[config.mk]
export PLATFORM = sky130hd
export DESIGN_NAME = paced_dma_channel
export DESIGN_NICKNAME = d
export VERILOG_FILES = /design/src/rtl/pdma_pkg.sv /design/src/rtl/pdma_req_sync.sv /design/src/rtl/pdma_regs.sv /design/src/rtl/pdma_xfer_fsm.sv /design/src/rtl/paced_dma_channel.sv
export SDC_FILE = /design/constraint.sdc
export NUM_CORES = 1
export LEC_CHECK = 0
export ABC_CLOCK_PERIOD_IN_PS = 2600
export CAP_MARGIN = 20
export CORE_ASPECT_RATIO = 2
export CORE_UTILIZATION = 46
export DETAILED_ROUTE_END_ITERATION = 16
export DONT_BUFFER_PORTS = 1
export GPL_ROUTABILITY_DRIVEN = 0
export GPL_TIMING_DRIVEN = 0
export PLACE_DENSITY_LB_ADDON = 0.1
export SLEW_MARGIN = 20
export SYNTH_ARGS = -nofsm -noshare
export SYNTH_HDL_FRONTEND = slang
export SYNTH_SLANG_ARGS = --single-unit
[constraint.sdc]
create_clock -name clk -period 2.6 [get_ports clk]
set_clock_uncertainty 0.2 [all_clocks]
set_input_delay 0.13 -clock clk [delete_from_list [all_inputs] [get_ports clk]]
set_output_delay 0.13 -clock clk [all_outputs]
set_load 0.02 [all_outputs]
[src/rtl/pdma_pkg.sv]
package pdma_pkg;

   typedef enum logic [2:0] {
      SEL_IADDR = 3'd0,
      SEL_ISTEP = 3'd1,
      SEL_EADDR = 3'd2,
      SEL_ESTEP = 3'd3,
      SEL_COUNT = 3'd4,
      SEL_CTRL  = 3'd5
   } reg_sel_e;

   typedef enum logic [1:0] {
      ST_IDLE  = 2'd0,
      ST_READ  = 2'd1,
      ST_WRITE = 2'd2
   } xfer_state_e;

   localparam int CTRL_EN_BIT  = 0;
   localparam int CTRL_CLR_BIT = 1;

endpackage

[src/rtl/pdma_req_sync.sv]
module pdma_req_sync #(
   parameter int STAGES = 2
) (
   input  logic clk,
   input  logic rst_n,
   input  logic async_in,
   output logic rise_o
);

   generate
      if (STAGES < 2) begin : g_bad_stages
         $error("pdma_req_sync: STAGES must be at least 2");
      end
   endgenerate

   logic [STAGES-1:0] chain;
   logic              last_q;

   always_ff @(posedge clk) begin
      if (!rst_n) begin
         chain  <= '0;
         last_q <= 1'b0;
      end else begin
         chain  <= {chain[STAGES-2:0], async_in};
         last_q <= chain[STAGES-1];
      end
   end

   assign rise_o = chain[STAGES-1] & ~last_q;

   // an edge pulse never lasts two cycles
   assert_rise_single_R3: assert property (@(posedge clk) disable iff (!rst_n)
      rise_o |=> !rise_o);

endmodule

[src/rtl/pdma_regs.sv]
module pdma_regs
   import pdma_pkg::*;
#(
   parameter int AW = 16,
   parameter int DW = 16,
   parameter int CW = 16
) (
   input  logic          clk,
   input  logic          rst_n,
   input  logic          host_we,
   input  logic [2:0]    host_sel,
   input  logic [DW-1:0] host_wdata,
   input  logic          xfer_done,
   output logic [AW-1:0] iaddr_o,
   output logic [AW-1:0] eaddr_o,
   output logic          enable_o,
   output logic          cnt_nz_o,
   output logic          irq_o
);

   generate
      if (AW > DW) begin : g_bad_aw
         $error("pdma_regs: AW must not exceed DW");
      end
      if (CW > DW) begin : g_bad_cw
         $error("pdma_regs: CW must not exceed DW");
      end
   endgenerate

   logic [AW-1:0] istep, estep;
   logic [CW-1:0] cnt;
   logic wr_ia, wr_is, wr_ea, wr_es, wr_cnt, wr_ctrl, clr_req;

   assign wr_ia   = host_we && (host_sel == SEL_IADDR);
   assign wr_is   = host_we && (host_sel == SEL_ISTEP);
   assign wr_ea   = host_we && (host_sel == SEL_EADDR);
   assign wr_es   = host_we && (host_sel == SEL_ESTEP);
   assign wr_cnt  = host_we && (host_sel == SEL_COUNT);
   assign wr_ctrl = host_we && (host_sel == SEL_CTRL);
   assign clr_req = wr_ctrl && host_wdata[CTRL_CLR_BIT];

   always_ff @(posedge clk) begin
      if (!rst_n)         iaddr_o <= '0;
      else if (wr_ia)     iaddr_o <= host_wdata[AW-1:0];
      else if (xfer_done) iaddr_o <= iaddr_o + istep;
   end

   always_ff @(posedge clk) begin
      if (!rst_n)         eaddr_o <= '0;
      else if (wr_ea)     eaddr_o <= host_wdata[AW-1:0];
      else if (xfer_done) eaddr_o <= eaddr_o + estep;
   end

   always_ff @(posedge clk) begin
      if (!rst_n) begin
         istep <= '0;
         estep <= '0;
      end else begin
         if (wr_is) istep <= host_wdata[AW-1:0];
         if (wr_es) estep <= host_wdata[AW-1:0];
      end
   end

   always_ff @(posedge clk) begin
      if (!rst_n)                     cnt <= '0;
      else if (wr_cnt)                cnt <= host_wdata[CW-1:0];
      else if (xfer_done && cnt != 0) cnt <= cnt - CW'(1);
   end

   always_ff @(posedge clk) begin
      if (!rst_n)       enable_o <= 1'b0;
      else if (wr_ctrl) enable_o <= host_wdata[CTRL_EN_BIT];
   end

   always_ff @(posedge clk) begin
      if (!rst_n)
         irq_o <= 1'b0;
      else if (xfer_done && cnt == CW'(1) && !wr_cnt)
         irq_o <= 1'b1;
      else if (wr_cnt || clr_req)
         irq_o <= 1'b0;
   end

   assign cnt_nz_o = |cnt;

   assert_cnt_step_R2: assert property (@(posedge clk) disable iff (!rst_n)
      (xfer_done && !wr_cnt && cnt != 0) |=> (cnt == $past(cnt) - CW'(1)));

   assert_irq_at_zero_R2: assert property (@(posedge clk) disable iff (!rst_n)
      $rose(irq_o) |-> ($past(xfer_done) && cnt == 0));

   assert_irq_sticky_R7: assert property (@(posedge clk) disable iff (!rst_n)
      (irq_o && !wr_cnt && !clr_req) |=> irq_o);

endmodule

[src/rtl/pdma_xfer_fsm.sv]
module pdma_xfer_fsm
   import pdma_pkg::*;
#(
   parameter int DW       = 16,
   parameter int WAIT_CYC = 2
) (
   input  logic          clk,
   input  logic          rst_n,
   input  logic          start_i,
   input  logic          enable_i,
   input  logic          cnt_nz_i,
   input  logic [DW-1:0] ext_rdata_i,
   output logic          ext_rd_o,
   output logic          mem_we_o,
   output logic [DW-1:0] mem_wdata_o,
   output logic          xfer_done_o,
   output logic          busy_o
);

   localparam int WW = $clog2(WAIT_CYC + 1) + 1;

   xfer_state_e   st;
   logic [DW-1:0] cap;
   logic          read_last;

   generate
      if (WAIT_CYC < 0) begin : g_bad_wait
         $error("pdma_xfer_fsm: WAIT_CYC must be non-negative");
      end
      if (WAIT_CYC == 0) begin : g_nowait
         assign read_last = 1'b1;
      end else begin : g_wait
         logic [WW-1:0] wcnt;
         always_ff @(posedge clk) begin
            if (!rst_n)                       wcnt <= '0;
            else if (st == ST_READ && !read_last) wcnt <= wcnt + WW'(1);
            else                              wcnt <= '0;
         end
         assign read_last = (wcnt == WW'(WAIT_CYC));
      end
   endgenerate

   always_ff @(posedge clk) begin
      if (!rst_n) begin
         st <= ST_IDLE;
      end else begin
         unique case (st)
            ST_IDLE:  if (start_i && enable_i && cnt_nz_i) st <= ST_READ;
            ST_READ:  if (read_last) st <= ST_WRITE;
            ST_WRITE: st <= ST_IDLE;
            default:  st <= ST_IDLE;
         endcase
      end
   end

   always_ff @(posedge clk) begin
      if (!rst_n)                         cap <= '0;
      else if (st == ST_READ && read_last) cap <= ext_rdata_i;
   end

   assign ext_rd_o    = (st == ST_READ);
   assign mem_we_o    = (st == ST_WRITE);
   assign xfer_done_o = mem_we_o;
   assign mem_wdata_o = cap;
   assign busy_o      = (st != ST_IDLE);

   assert_write_follows_read_R1: assert property (@(posedge clk) disable iff (!rst_n)
      mem_we_o |-> $past(ext_rd_o));

   assert_write_single_R1: assert property (@(posedge clk) disable iff (!rst_n)
      mem_we_o |=> !mem_we_o);

   assert_start_on_edge_R3: assert property (@(posedge clk) disable iff (!rst_n)
      $rose(ext_rd_o) |-> $past(start_i));

   assert_start_gated_R6: assert property (@(posedge clk) disable iff (!rst_n)
      $rose(ext_rd_o) |-> $past(enable_i && cnt_nz_i));

endmodule

[src/rtl/paced_dma_channel.sv]
module paced_dma_channel #(
   parameter int AW          = 16,
   parameter int DW          = 16,
   parameter int CW          = 16,
   parameter int WAIT_CYC    = 2,
   parameter int SYNC_STAGES = 2
) (
   input  logic          clk,
   input  logic          rst_n,
   input  logic          host_we,
   input  logic [2:0]    host_sel,
   input  logic [DW-1:0] host_wdata,
   input  logic          dev_req,
   output logic [AW-1:0] ext_addr,
   output logic          ext_rd,
   input  logic [DW-1:0] ext_rdata,
   output logic [AW-1:0] mem_addr,
   output logic          mem_we,
   output logic [DW-1:0] mem_wdata,
   output logic          done_irq,
   output logic          busy
);

   logic req_rise, xfer_done, enable, cnt_nz;

   pdma_req_sync #(.STAGES(SYNC_STAGES)) u_sync (
      .clk      (clk),
      .rst_n    (rst_n),
      .async_in (dev_req),
      .rise_o   (req_rise)
   );

   pdma_regs #(.AW(AW), .DW(DW), .CW(CW)) u_regs (
      .clk        (clk),
      .rst_n      (rst_n),
      .host_we    (host_we),
      .host_sel   (host_sel),
      .host_wdata (host_wdata),
      .xfer_done  (xfer_done),
      .iaddr_o    (mem_addr),
      .eaddr_o    (ext_addr),
      .enable_o   (enable),
      .cnt_nz_o   (cnt_nz),
      .irq_o      (done_irq)
   );

   pdma_xfer_fsm #(.DW(DW), .WAIT_CYC(WAIT_CYC)) u_fsm (
      .clk         (clk),
      .rst_n       (rst_n),
      .start_i     (req_rise),
      .enable_i    (enable),
      .cnt_nz_i    (cnt_nz),
      .ext_rdata_i (ext_rdata),
      .ext_rd_o    (ext_rd),
      .mem_we_o    (mem_we),
      .mem_wdata_o (mem_wdata),
      .xfer_done_o (xfer_done),
      .busy_o      (busy)
   );

   assert_stopped_stays_R8: assert property (@(posedge clk) disable iff (!rst_n)
      (!enable && !busy) |=> !ext_rd);

   assert_ext_hold_R5: assert property (@(posedge clk) disable iff (!rst_n)
      (ext_rd && !host_we) |=> $stable(ext_addr));

endmodule

# Word-level counts from Yosys, hierarchy flattened
# Cells that the tools add are included.
word_totals:
  ff_bits: 106
  latch_bits: 0
  ram_bits: 0
  mem_bits_ro: 0
  inputBits: 39
  output_inout_bits: 52
  wordCells: 68
  mem_count: 0
classes:
  add_sub_neg: 4
  multipliers: 0
  div: 0
  order_cmp: 0
  n_eq_ne: 11
  shifts: 0
  n_mux: 11
  n_bitwise: 2
  n_reduce_logical: 28
ops:
  columns: ["cell", "count"]
  rows:
  - ["16-bit 2-to-1 mux", 6]
  - ["16-bit adder", 2]
  - ["16-bit by 1-bit equality test with 1-bit output (second input constant)", 1]
  - ["16-bit nonzero test", 1]
  - ["16-bit OR reduction", 1]
  - ["16-bit by 1-bit subtractor with 16-bit output (second input constant)", 1]
  - ["1-bit logical AND", 14]
  - ["2-bit nonzero test", 5]
  - ["3-bit by 2-bit equality test with 1-bit output (second input constant)", 3]
  - ["3-bit equality test (second input constant)", 2]
  - ["2-bit 2-to-1 mux", 2]
  - ["2-bit by 1-bit != test with 1-bit output (second input constant)", 2]
  - ["2-bit one-hot mux with 2 select lines", 1]
  - ["2-bit AND reduction", 2]
  - ["3-bit by 1-bit adder with 3-bit output (second input constant)", 1]
  - ["3-bit by 1-bit equality test with 1-bit output (second input constant)", 1]
  - ["3-bit zero test", 1]
  - ["2-bit by 1-bit equality test with 1-bit output (second input constant)", 1]
  - ["2-bit equality test (second input constant)", 1]
  - ["1-bit zero test", 2]
  - ["2-bit zero test", 1]
  - ["1-bit 2-to-1 mux", 2]
  - ["1-bit bitwise AND", 1]
  - ["1-bit logical OR", 1]
  - ["1-bit NOT", 1]

# Depth between registers and ports, before layout
# Gate-level depths: netlist of run 1.
logic_depth:
  word_depth: 6
  ltp_mapped: 9
  mapped_depth_nobuf: 9

# Modules after synthesis
# From an unflattened synthesis of run 1, not the netlist that was laid out.
hier_totals:
  cells_unflattened: 714
  area_unflattened_um2: 5754.3
by_module_without_submodules:
  columns: ["mod", "n_inst", "cells_each", "area_each_um2", "seq_area_each_um2"]
  rows:
  - ["pdma_regs", 1, 614, 4852.2, 1641.6]
  - ["pdma_xfer_fsm", 1, 93, 809.5, 420.4]
  - ["pdma_req_sync", 1, 7, 92.6, 60.1]

# Worst setup path before layout of run 1
# Ideal clock, no wire load.
synth_path:
  kind: "register -> register"
  start: "register u_regs.eaddr_o[0]"
  end: "register u_regs.eaddr_o[14]"
  arrival_ps: 2252
  t_required_ps: 2268
  path_slack_ps: 17
  stages_incl_launch_ff: 10
  n_path_buf: 0
  period_less_slack_ps: 2583
  path_cell_list: "dfxtp_1 -> ha_1 -> fa_1 -> a211oi_1 -> o211ai_1 -> a221oi_1 -> a21oi_1 -> nor2_1 -> xor2_1 -> o22ai_1"
synth_via:
  elab_chain_len: 3
synth_lines:
  columns: ["item", "line", "source"]
  rows:
  - ["start: declaration", "pdma_regs.sv:15", "output logic [AW-1:0] eaddr_o,"]
  - ["start signal: assignment", "pdma_regs.sv:50", "else if (wr_ea) eaddr_o <= host_wdata[AW-1:0];"]
  - ["start signal: assignment", "pdma_regs.sv:51", "else if (xfer_done) eaddr_o <= eaddr_o + estep;"]
  - ["16-bit adder", "pdma_regs.sv:51", null]
  - ["16-bit 2-to-1 mux", "pdma_regs.sv:51", null]
  - ["16-bit 2-to-1 mux", "pdma_regs.sv:50", null]
# Every way passes these cells. The select of a mux whose other input is x is not followed.
# A chain may end at the register's enable or synchronous reset.

# Worst setup path in the final report of run 1
layout_path:
  start: "register u_regs.eaddr_o[2]"
  end: "register u_regs.eaddr_o[6]"
# Same word-level chain as after synthesis.

==> metrics.txt, run 1 <==
CTS root buf clkbuf_16; DIE WIDTH 80.3 um; core footprint between 10000 and 15000 um^2; Comb power frac under 10%; worst hold slack between 0.015 and 0.02 ns; Inst Count DP roughly 870; routed wire length approximately 18000 um; Tightest Pin Transition around 0.76 ns; DR iter-0 viols ~280; layout net count about 870; IO buf count 0; total chip power between 3000 and 4000 uW; Die H approximately 160 um; average wire per standard cell slightly below 20 um; worst skew pair latency 0.35 ns; first-pass GRT wire length roughly 29000 um; outcome complete, but fails checks; total congestion overflow 0; register bit total from synthesis about 110; Unique masters post-synth between 40 and 50; commonest non-fill, non-tap cell in the layout nand2_1; RSZ-0062 raised after global routing true; share of cells above drive strength 1 ~8.8%; Finish-stage setup viols 2; pre-CTS WS -0.515 ns; number of antenna diodes 0; num rows 56; HPWL Detailed approximately 13000 um; Synth Area per Inst about 8 um^2; Worst EP arrival around 2.6 ns; Initial Utilization 47.7%; Syn-to-layout area delta 19.3%; min Tclk post-route approximately 2.6 ns; max_slew headroom 49.6%; area of the multi-input gates 3460 um^2; clock power share between 30% and 40%; CP Capture Type flop; share of power burned in registers between 50% and 60%; post-route ant nets 0; period utilization 101%; Fillers 1123; peak supply drop just over 0.4 mV; register area 2140 um^2; CP Data Required Time 2.61 ns; pin count of the biggest net entering global routing 16; Synthesized Nets about 800; TritonCTS clock tree yes; Bufs on Longest Clock Path 2; # IOs 91; maxcap violations 0; cell-internal power 2480 uW; Vias about 5600; CP max FO 5; Hold WC Path Type primary input to flop; YS warnings 0; placed inst area 5830 um^2; Sink Count about 110; Top FF cell, synth dfxtp_1; type of element launching the critical path flop; Post-synth ARST share 0%; mapped cell area around 5600 um^2; Final Hold Vio Count 0; commonest cells after routing, fill and taps aside nand2_1 (151), dfxtp_1 (99), a21oi_1 (95), nor2_1 (46); H-tree levels 3; GRT Total Usage 30.2%; EDFF count, synth 0; vias in the first global route around 5800; post-synthesis sequential area ratio ~38%; CTS clk-pin slew, worst paths roughly 0.07 ns; crit path kind flop to flop; Slew Limit Fails 0; Finished Layout Cells between 900 and 1000; via/cell ratio approximately 6; number of buffers created by CTS 9; failing checks setup timing; Design Area, Final a little under 7000 um^2; DRC errors left 0; PnR worst setup slack -0.0259 ns; Cells after Synth roughly 730; die footprint around 13000 um^2; initial antenna violation count 0; Psw roughly 830 uW; first-pass detailed-route iteration total 4; Max Freq 381 MHz; Net Sw Frac 25.1%; Leakage ~0.0025 uW; P per Cell Area between 400 and 500 nW/um^2
metal layers:
| metal | share of wire, % | global-route usage [%] |
|---|---|---|
| met1 | 34 | 27.7 |
| met2 | 55 | 58.4 |
| met3 | 5.1 | 5.16 |
| met4 | 5.7 | 20.2 |
| met5 | 0 | 0 |
stage by stage:
step	TNS, ns	utilization, %
detailed placement	-2.94	49.2
global placement	-2.78	49.2
global route	-0.397	56.9
CTS	-0.0965	56.3
finish	-0.0409	56.9
floorplan	0	-
path summary, 6_finish.rpt:
path,startpoint,endpoint,slack [ns],cells past startpoint
worst max-delay path,u_regs.eaddr_o[2],u_regs.eaddr_o[6],-0.03,12
worst min-delay path,host_sel[0],u_regs.enable_o,0.02,3
worst min register to register,u_sync.chain[0],u_sync.chain[1],0.24,1
worst max register to register,u_regs.eaddr_o[2],u_regs.eaddr_o[6],-0.03,12
cell usage after synthesis, types with 3 or more instances:
master	instances	area, um^2
a211oi_1	15	113
a21o_1	15	113
a21oi_1	98	490
a311oi_1	3	26.3
a31oi_1	16	100
and2_1	5	31.3
and3_1	9	56.3
clkbuf_1	39	146
dfxtp_1	106	2120
ha_1	35	438
inv_1	7	26.3
nand2_1	152	571
nand3_1	26	130
nand4_1	4	25.0
nor2_1	48	180
nor2b_1	3	18.8
nor3_1	9	45.0
o211ai_1	9	67.6
o21a_1	5	37.5
o21ai_0	44	220
o21bai_1	3	22.5
o221ai_1	4	35.0
o22ai_1	3	18.8
or2_2	4	25.0
xnor2_1	25	219
xor2_1	11	96.3
state kept, by name, indices dropped and copies added, names as in the netlist, 2 cells and up:
register and flops:
u_fsm.mem_wdata_o 16, u_regs.istep 16, u_sync.chain 2, u_fsm.st 2
u_fsm.g_wait.wcnt 3, u_regs.eaddr_o 16, u_regs.estep 16, u_regs.cnt 16
u_regs.iaddr_o 16
cell families (layout without fill, tap and decap cells):
family,Yosys count,after routing,share of synthesized area (%)
buf+inv,48,115,3.21
compound gates,223,223,23.3
xor+xnor,36,36,5.59
simple gates,276,276,21.8
fa+ha+maj,37,37,8.47
flops,106,106,37.6
power groups by stage:
stage / clock, uW / sequential (uW) / combinational [uW]
floorplan: 0 / 1740 / 182
global placement: 0 / 1750 / 237
detailed placement: 0 / 1750 / 242
CTS: 1310 / 1710 / 314
global route: 1380 / 1710 / 350
finish: 1280 / 1710 / 320
final cells by class:
cell class / count / share of cell area [%]
Multi-Input combinational cell: 572 / 51.4
Sequential cell: 106 / 31.8
Timing Repair Buffer: 53 / 7.40
Clock buffer: 13 / 3.86
Tap cell: 145 / 2.69
Buffer: 39 / 2.23
Inverter: 8 / 0.446
Clock inverter: 2 / 0.186
timing repair:
| action | CTS | global route |
|---|---|---|
| endpoints found under the setup margin | 15 | 17 |
| buffers inserted | 11 | 2 |
| hold endpoints to repair | 102 | 0 |
| resized for setup | 29 | 14 |
| hold buffers | 40 | 0 |
| pin swaps | 13 | 21 |
critical path, cell delays in order (launching register included):
cell	delay [ns]
dfxtp_1	0.39
ha_1	0.42
a211oi_2	0.11
buf_4	0.14
buf_4	0.12
buf_4	0.13
buf_4	0.12
buf_4	0.12
nor2_1	0.16
o21ai_1	0.09
and3_1	0.19
o21ai_0	0.19
a31oi_1	0.10
(Power assumes the default switching activity.)
==> inputs of run 2 (changes only) <==
--- a/config.mk
+++ b/config.mk
@@ -14,7 +14,8 @@
 export GPL_ROUTABILITY_DRIVEN = 0
 export GPL_TIMING_DRIVEN = 0
 export PLACE_DENSITY_LB_ADDON = 0.1
-export SLEW_MARGIN = 20
+export REMOVE_ABC_BUFFERS = 1
+export SLEW_MARGIN = 0
 export SYNTH_ARGS = -nofsm -noshare
 export SYNTH_HDL_FRONTEND = slang
 export SYNTH_SLANG_ARGS = --single-unit
==> metrics.txt, run 2 (synthesis gave the netlist of run 1 again) <==
outcome complete, but fails checks; failing checks setup timing; Tightest Pin Transition 1.06 ns (+0.303 ns); Final Core Density 57.1% (+0.20 points); RSZ-0062 raised after global routing true; biggest cell delay along the critical path 0.43 ns (about the same); Syn-to-layout area delta 19.7%; placed inst area 5740 um^2 (-1.4%); # IOs 91 (unchanged); Psw 860 uW (+3.4%); Sink Count 106 (unchanged); post-route ant nets 0 (unchanged); core footprint 11800 um^2 (unchanged); cell breakdown of the critical path ha_4 -> fa_2 -> a211oi_2 -> o211ai_1 -> a221oi_2 -> a21oi_1 -> nor2_1 -> xor2_1 -> o22ai_1; DIE WIDTH 80.3 um (unchanged); met1 Use GR 26.9% (-0.80 points); Leakage 0.00255 uW (+1.7%); Net Sw Frac 25.0% (-0.067 points); Worst EP arrival 2.65 ns (+0.02 ns); IO buf count 0 (unchanged); share of cells above drive strength 1 9.02% (+0.19 points); Finish-stage setup viols 1 (-1); type of element launching the critical path flop; CP Data Required Time 2.62 ns (about the same); first-pass detailed-route iteration total 4 (unchanged); Design Area, Final 6760 um^2 (+0.35%); Max Freq 380 MHz (-0.25%); CP max-delay cell a221oi_2; worst skew pair latency 0.35 ns (about the same); Initial Utilization 47.7% (unchanged); CTS clk-pin slew, worst paths 0.07 ns (about the same); first-pass GRT wire length 25700 um (-9.9%); Die H 159 um (unchanged); Vias 5337 (-4.8%); initial antenna violation count 0 (unchanged); maxcap violations 0 (unchanged); via/cell ratio 5.86 (-1.8%); vias in the first global route 5314 (-7.7%); min Tclk post-route 2.63 ns (+0.00655 ns); total chip power 3430 uW (+3.7%); Comb power frac 9.2% (-0.5 points); share of power burned in registers 49.7% (-1.9 points); P per Cell Area 508 nW/um^2 (+3.3%); number of antenna diodes 0 (unchanged); total congestion overflow 0 (unchanged); crit path kind flop to flop; met3 global-route usage 4.81% (-0.34 points); met2 Track Usage GR 50.5% (-7.9 points); Slew Limit Fails 0 (unchanged); Hold WC Path Type primary input to flop; number of buffers created by CTS 9 (unchanged); busiest grt layer met2; CP max FO 3 (-2); peak supply drop 0.340 mV (-18%); HPWL Detailed 10900 um (-18%); period utilization 101% (+0.25 points); TritonCTS clock tree yes; CTS root buf clkbuf_16; Fillers 1129 (+0.53%); register area 2140 um^2 (unchanged); clock power share 41.1% (+2.3 points); commonest cells after routing, fill and taps aside nand2_1 (152), dfxtp_1 (99), a21oi_1 (97), nor2_1 (48), dlygate4sd3_1 (46); routed wire length 16300 um (-10%); layout net count 836 (-3.4%); average wire per standard cell 17.9 um (-7.5%); Bufs on Longest Clock Path 2 (unchanged); DR iter-0 viols 229 (-19%); pin count of the biggest net entering global routing 43 (+27); num rows 56 (unchanged); PnR worst setup slack -0.0325 ns (-0.00655 ns); reg2reg setup slack -0.03 ns (about the same); max_slew headroom 29.2% (-20 points); area of the multi-input gates 3460 um^2 (-0.14%); commonest non-fill, non-tap cell in the layout nand2_1; Final Hold Vio Count 0 (unchanged); die footprint 12700 um^2 (unchanged); H-tree levels 3 (unchanged); cell-internal power 2570 uW (+3.7%); CP Capture Type flop; DRC errors left 0 (unchanged); GRT Total Usage 26.5% (-3.7 points)
## run 2: layer usage
metal  vias to the layer above  part of all wire, %  routed length [um]
met2                       151                   55                8910
met5                         -                    0                   0
met3                        34                  4.6                 753
met4                         0                  3.0                 491
met1                      2526                   38                6140
li1                       2626                    -                   -
## run 2: cell type report
class                      count  area share (%)
inverter                       8           0.444
clock buffer                  11            3.59
clock inverter                 5           0.907
sequential                   106            31.6
tap                          145            2.68
multi-input combinational    572            51.2
timing repair buffer          63            9.55
## run 2: critical path: cells and delay by family, from the launching register on
kind | cells | cell delay, ns
compound gates | 5 | 1.10
xor+xnor | 1 | 0.16
fa+ha+maj | 2 | 0.52
flops | 1 | 0.38
simple gates | 1 | 0.14
## run 2: final timing paths
path,cells past startpoint,startpoint,endpoint
worst max-delay path,9,u_regs.eaddr_o[0],u_regs.eaddr_o[14]
worst min-delay path,4,host_sel[1],u_regs.eaddr_o[3]
worst max register to register,9,u_regs.eaddr_o[0],u_regs.eaddr_o[14]
worst min register to register,2,u_regs.estep[2],u_regs.estep[2]
## run 2: metrics by stage
stage / hold slack, ns / TNS (ns) / setup WS [ns] / cells
2_1_floorplan: 0.0438 / -0.00476 / -0.00476 / 686
6_report: 0.0223 / -0.0325 / -0.0325 / 910
5_1_grt: 0.0779 / -0.323 / -0.163 / 910
3_5_place_dp: 0.0570 / -2.52 / -0.508 / 835
3_3_place_gp: 0.0561 / -29.52 / -1.17 / 831
4_1_cts: 0.0140 / -0.0601 / -0.0601 / 904
## run 2: timing repair
action | CTS | global route
pin swaps | 11 | 20
hold endpoints to repair | 106 | 0
hold buffers | 48 | 0
setup endpoints to repair | 15 | 11
buffers inserted | 5 | 6
resized for setup | 22 | 13
## run 2: power by group through the flow
stage / Sequential [uW] / Clock [uW] / Combinational (uW)
4_1_cts: 1710 / 1440 / 315
3_3_place_gp: 1740 / 0 / 207
3_5_place_dp: 1750 / 0 / 217
5_1_grt: 1710 / 1500 / 350
2_1_floorplan: 1740 / 0 / 167
6_report: 1710 / 1410 / 317
